==> src/rtl/gshare_pkg.sv <==
package gshare_pkg;

  // Strobes from control to datapath
  typedef struct packed {
    logic cntWrite;   // write the addressed counter
    logic cntUp;      // direction of the counter step
    logic histShift;  // shift outcome into history
    logic histLoad;   // reload history from snapshot
  } gshareStrobes_t;

  localparam logic [1:0] CNT_MIN     = 2'd0;
  localparam logic [1:0] CNT_WEAK_NT = 2'd1;
  localparam logic [1:0] CNT_MAX     = 2'd3;

endpackage

==> src/rtl/gshare_ctrl.sv <==
module gshare_ctrl
  import gshare_pkg::*;
(
  input  logic           updValid,
  input  logic           updTaken,
  input  logic           restoreValid,
  output gshareStrobes_t strobes
);

  always_comb begin
    strobes.cntWrite  = updValid;
    strobes.cntUp     = updTaken;
    // a reload overrides the shift of the same cycle
    strobes.histLoad  = restoreValid;
    strobes.histShift = updValid & ~restoreValid;
  end

endmodule

==> src/rtl/gshare_datapath.sv <==
module gshare_datapath
  import gshare_pkg::*;
#(
  parameter int IDX_W  = 8,
  parameter int HIST_W = 8
) (
  input  logic              clk,
  input  logic              rstN,
  input  gshareStrobes_t    strobes,
  input  logic [IDX_W-1:0]  pcBits,
  input  logic [IDX_W-1:0]  updIdx,
  input  logic              updTaken,
  input  logic [HIST_W-1:0] restoreHist,
  output logic              predTaken,
  output logic [IDX_W-1:0]  predIdx,
  output logic [HIST_W-1:0] histQ
);

  localparam int ENTRIES = 1 << IDX_W;
  localparam int PAD_W   = IDX_W - HIST_W;

  logic [1:0]        cntTable [ENTRIES];
  logic [IDX_W-1:0]  histExt;
  logic [HIST_W-1:0] histShifted;
  logic [1:0]        curCnt;
  logic [1:0]        nextCnt;

  generate
    if (PAD_W > 0) begin : gPad
      assign histExt = {{PAD_W{1'b0}}, histQ};
    end else begin : gNoPad
      assign histExt = histQ;
    end
    if (HIST_W > 1) begin : gShiftWide
      assign histShifted = {histQ[HIST_W-2:0], updTaken};
    end else begin : gShiftOne
      assign histShifted = updTaken;
    end
  endgenerate

  // lookup
  assign predIdx   = pcBits ^ histExt;
  assign predTaken = cntTable[predIdx][1];

  // saturating step
  always_comb begin
    curCnt  = cntTable[updIdx];
    nextCnt = curCnt;
    if (strobes.cntUp) begin
      if (curCnt != CNT_MAX) nextCnt = curCnt + 2'd1;
    end else begin
      if (curCnt != CNT_MIN) nextCnt = curCnt - 2'd1;
    end
  end

  always_ff @(posedge clk or negedge rstN) begin
    if (!rstN) begin
      for (int i = 0; i < ENTRIES; i++) cntTable[i] <= CNT_WEAK_NT;
    end else if (strobes.cntWrite) begin
      cntTable[updIdx] <= nextCnt;
    end
  end

  always_ff @(posedge clk or negedge rstN) begin
    if (!rstN)                  histQ <= '0;
    else if (strobes.histLoad)  histQ <= restoreHist;
    else if (strobes.histShift) histQ <= histShifted;
  end

endmodule

==> src/rtl/gshare_predictor.sv <==
module gshare_predictor
  import gshare_pkg::*;
#(
  parameter int PC_W   = 32,
  parameter int IDX_W  = 8,
  parameter int HIST_W = 8
) (
  input  logic              clk,
  input  logic              rstN,
  input  logic [PC_W-1:0]   fetchPc,
  output logic              predTaken,
  output logic [IDX_W-1:0]  predIdx,
  output logic [HIST_W-1:0] predHist,
  input  logic              updValid,
  input  logic [IDX_W-1:0]  updIdx,
  input  logic              updTaken,
  input  logic              restoreValid,
  input  logic [HIST_W-1:0] restoreHist
);

  gshareStrobes_t strobes;
  logic unusedPcBits;

  assign unusedPcBits = ^{fetchPc[PC_W-1:IDX_W+2], fetchPc[1:0]};

  gshare_ctrl uCtrl (
    .updValid     (updValid),
    .updTaken     (updTaken),
    .restoreValid (restoreValid),
    .strobes      (strobes)
  );

  gshare_datapath #(.IDX_W(IDX_W), .HIST_W(HIST_W)) uDp (
    .clk         (clk),
    .rstN        (rstN),
    .strobes     (strobes),
    .pcBits      (fetchPc[IDX_W+1:2]),
    .updIdx      (updIdx),
    .updTaken    (updTaken),
    .restoreHist (restoreHist),
    .predTaken   (predTaken),
    .predIdx     (predIdx),
    .histQ       (predHist)
  );

endmodule

==> config.mk <==
export PLATFORM = sky130hd
export DESIGN_NAME = gshare_predictor
export DESIGN_NICKNAME = d
export VERILOG_FILES = /design/src/rtl/gshare_pkg.sv /design/src/rtl/gshare_ctrl.sv /design/src/rtl/gshare_datapath.sv /design/src/rtl/gshare_predictor.sv
export SDC_FILE = /design/constraint.sdc
export NUM_CORES = 1
export LEC_CHECK = 0
export ABC_AREA = 0
export BUFFER_PORTS_ARGS = -buffer_cell sky130_fd_sc_hd__buf_2
export CORE_UTILIZATION = 40
export DETAILED_ROUTE_END_ITERATION = 7
export PLACE_DENSITY = 0.63
export SLEW_MARGIN = 20
export SYNTH_ARGS = -nofsm -noshare
export SYNTH_HDL_FRONTEND = slang
export SYNTH_HIERARCHICAL = 1
export SYNTH_SLANG_ARGS = --single-unit
export TNS_END_PERCENT = 5
==> constraint.sdc <==
create_clock -name clk -period 8.2 [get_ports clk]
set_input_delay 0.41 -clock clk [delete_from_list [all_inputs] [get_ports clk]]
set_output_delay 0.41 -clock clk [all_outputs]
set_load 0.05 [all_outputs]
==> summary.md <==
| Metric | Value |
|---|---|
| DR DRC count | `0` |
| # hold bufs at CTS | `3` |
| Number of global-route vias before repair | `19700` |
| Async SR Flop Fraction | `100%` |
| Grt met3 use | `4.54%` |
| Layer with the highest usage | `met2` |
| # IOs | `70` |
| Slowest CP cell | `buf_4` |
| Worst-margin pin slew | `999 ps` |
| Final setup fails | `0` |
| CP most frequent cell | `mux4_2` |
| Filler Cells Inserted | `6128` |
| Placement Setup Slack | `2750 ps` |
| Clk sinks | `520` |
| Top cell type's share of synthesized area | `24.5%` |
| Net count after synthesis | `2495` |
| Max VDD drop | `0.161 mV` |
| Worst min path class | `input pin to register` |
| DRT Pass-1 Iters | `5` |
| M2 GR Usage | `35.5%` |
| Share of cells above drive strength 1 | `36.3%` |
| CP peak stage delay | `740 ps` |
| CP max FO | `38` |
| Number of synthesized flops with an enable pin | `0` |
| Setup Skew | `9.96 ps` |
| Iteration-0 DRC count of the detailed router | `1834` |
| CP required | `7790 ps` |
| Routed Antenna Nets | `0` |
| Placed cells | `3236` |
| CP Capture Type | `output port` |
| Starting Density | `40.6%` |
| RSZ-0062 raised after global routing | `no` |
| H-tree Lvls | `2` |
| WS Path Type | `register to output port` |
| Routed WL | `78.4 mm` |
| PwrDens | `202 nW/µm²` |
| Worst R2R Start | `uDp/cntTable[156]` |
| CTS Buf Count | `56` |
| Worst Setup SP | `uDp/histQ[1]` |
| Period utilization | `60.4%` |
| Outcome | `finished clean` |
| Worst path depth | `10` |
| Worst Path Arrival | `4540 ps` |
| Setup Total Neg Slack | `0 ps` |
| Post-route setup slack | `3250 ps` |
| Clock Path Buffers | `3` |
| Final cell count without fillers | `3343` |
| Avg WL per Cell | `23.5 µm` |
| ANT cells | `0` |
| First-pass GRT wire length | `121 mm` |
| Routing usage on met1 | `31.6%` |
| Die Area | `69600 µm²` |
| Max-Cap Viols | `0` |
| Mapped Area | `27400 µm²` |
| Clock-pin transition on the worst setup and hold timing paths | `60 ps` |
| Sequential share of the synthesized area | `48.6%` |
| Ys flop type | `dfrtp_1` |
| FP Rows | `95` |
| Die width | `264 µm` |
| Die H | `264 µm` |
| Post_cts resized | `0` |
| Initial antenna violation count | `2` |
| Worst hold stages | `3` |
| Cell taking the most area after synthesis | `dfstp_2` |
| Hpwl dp | `47.8 mm` |
| Maximum clock rate | `202 MHz` |
| Fin Hold WS | `21.4 ps` |
| Setup Fix Bufs, Post-CTS | `0` |
| Worst min-delay path startpoint | `restoreHist[5]` |
| Seq cells post-synth | `520` |
| Synth unique cells | `59` |
| CP startpoint kind | `register` |
| Slew Viols, Final | `0` |
| FF-to-FF path depth | `9` |
| Pleak | `11.3 nW` |
| Post-Synthesis Cells | `2442` |
| Layout area overhead | `8.98%` |
| All-Layer GR Usage | `22.8%` |
| Root buf cell | `clkbuf_16` |
| Syn Area/Cell | `11.2 µm²` |
| CP delay by family, top | `buffers and inverters` |
| Clock Latency Late Sink | `620 ps` |
| Largest net degree at the start of global routing | `179` |
| Final net count | `2478` |
| Core Area | `67500 µm²` |
| Total gr overflow | `0` |
| GPL Wtd Cong | `0.838` |
| Endpoints failing hold | `0` |
| Count of input and output buffers | `45` |
| Post-layout minimum cycle time | `4950 ps` |
| Cells along the critical path | `xor2_4, buf_4, buf_4, mux4_2, mux4_2, a22o_1, a221oi_1, mux4_2, inv_1, buf_2` |
| Slew HR | `33.3%` |
| CTS tree | `done` |
| Routed vias | `19600` |
| YS warnings | `6` |
| Crit path buffers/inverters | `4` |
| DR vias/cell | `5.87` |
| Dominant cells by area after synthesis | `dfstp_2, dfrtp_1, mux4_2` |
[cell usage after synthesis (20+ instances only)]
library cell  number
buf_12            22
mux2i_1           33
o21ai_0          278
a22oi_1           48
dfstp_2          256
clkbuf_1          25
dfrtp_1          264
a21oi_1           20
nand2_1          801
mux4_2           188
o21ai_2          239
buf_2             75
[path summary, 6_finish.rpt]
kind                                     endpoint  slack, ps
max in group asynchronous       uDp/cntTable[245]       6150
worst max register to register  uDp/cntTable[449]       4040
min in group asynchronous       uDp/cntTable[435]        270
worst min-delay path                 uDp/histQ[5]         20
worst max-delay path                    predTaken       3250
worst min register to register  uDp/cntTable[428]        460
[tightest hold or removal path, delay by kind of cell]
family                 cells  cell delay (ps)
AO/OA/AOI/OAI              1               60
buffers and inverters      1               80
AND/OR/NAND/NOR            1               40
[layer usage]
layer  routed length, µm  part of all wire, %  vias to the layer above
met5                  26                0.033                        -
met4                2730                  3.5                        4
met3                6130                  7.8                      177
met2               36700                   47                      780
met1               32900                   42                     9905
li1                    -                    -                     8764
[placed cells by master (no fill, tap or decap), types with 7 or more instances in the layout]
master	netlist	routed
mux4_1	9	9
dfrtp_1	264	264
buf_4	17	38
nand4_1	7	7
nor2_4	0	10
clkbuf_1	25	23
clkbuf_16	0	57
o21ai_0	278	278
o21ai_2	239	239
clkbuf_8	1	13
nand3_1	13	13
inv_1	7	7
a22oi_1	48	48
nand2_1	801	801
dfstp_2	256	256
buf_2	75	42
and2_1	7	7
clkinv_2	0	9
a21oi_1	20	20
mux4_2	188	188
mux2i_1	33	33
[flip-flops by register name, summed over array words and instances (netlist names)]
register      count
uDp/cntTable    512
uDp/histQ         8
[metrics by stage]
step                      total power, W  utilization [%]  instance area [µm²]
final                            0.00603             44.2                29900
after global routing             0.00624             44.2                29900
after CTS                        0.00608             44.2                29800
after detailed placement         0.00364             41.6                28100
after global placement           0.00362             41.6                28100
after floorplan                  0.00341                -                27400
[logic make-up (layout without fill, tap and decap cells)]
logic type	after synthesis	after routing	share of synthesized area, %
xor gates and xnor gates	8	8	0.256
muxes	233	233	17.7
DFF	520	520	48.6
adders and majority gates	2	2	0.0822
AOI/OAI and AO/OA	618	618	15.4
and+or+nand+nor	884	884	13.0
buffers and inverters	177	205	4.94
[layout make-up]
| type | instances | area (µm²) | share of cell area (%) |
|---|---|---|---|
| flip-flops and latches | 520 | 13300 | 44.6 |
| repair buffers | 94 | 724 | 2.43 |
| clock buffers | 92 | 1680 | 5.62 |
| inverters | 8 | 30.0 | 0.101 |
| multi-input cells | 1745 | 12900 | 43.4 |
| clock inverters | 11 | 60.1 | 0.201 |
| well taps | 873 | 1090 | 3.66 |
[where the power goes]
| part | internal [W] | total [W] | switching [W] |
|---|---|---|---|
| sequential | 0.00273 | 0.00281 | 0.0000759 |
| clock | 0.00139 | 0.00243 | 0.00104 |
| combinational | 0.000261 | 0.000798 | 0.000537 |
Power figures use the tool's default switching activity.
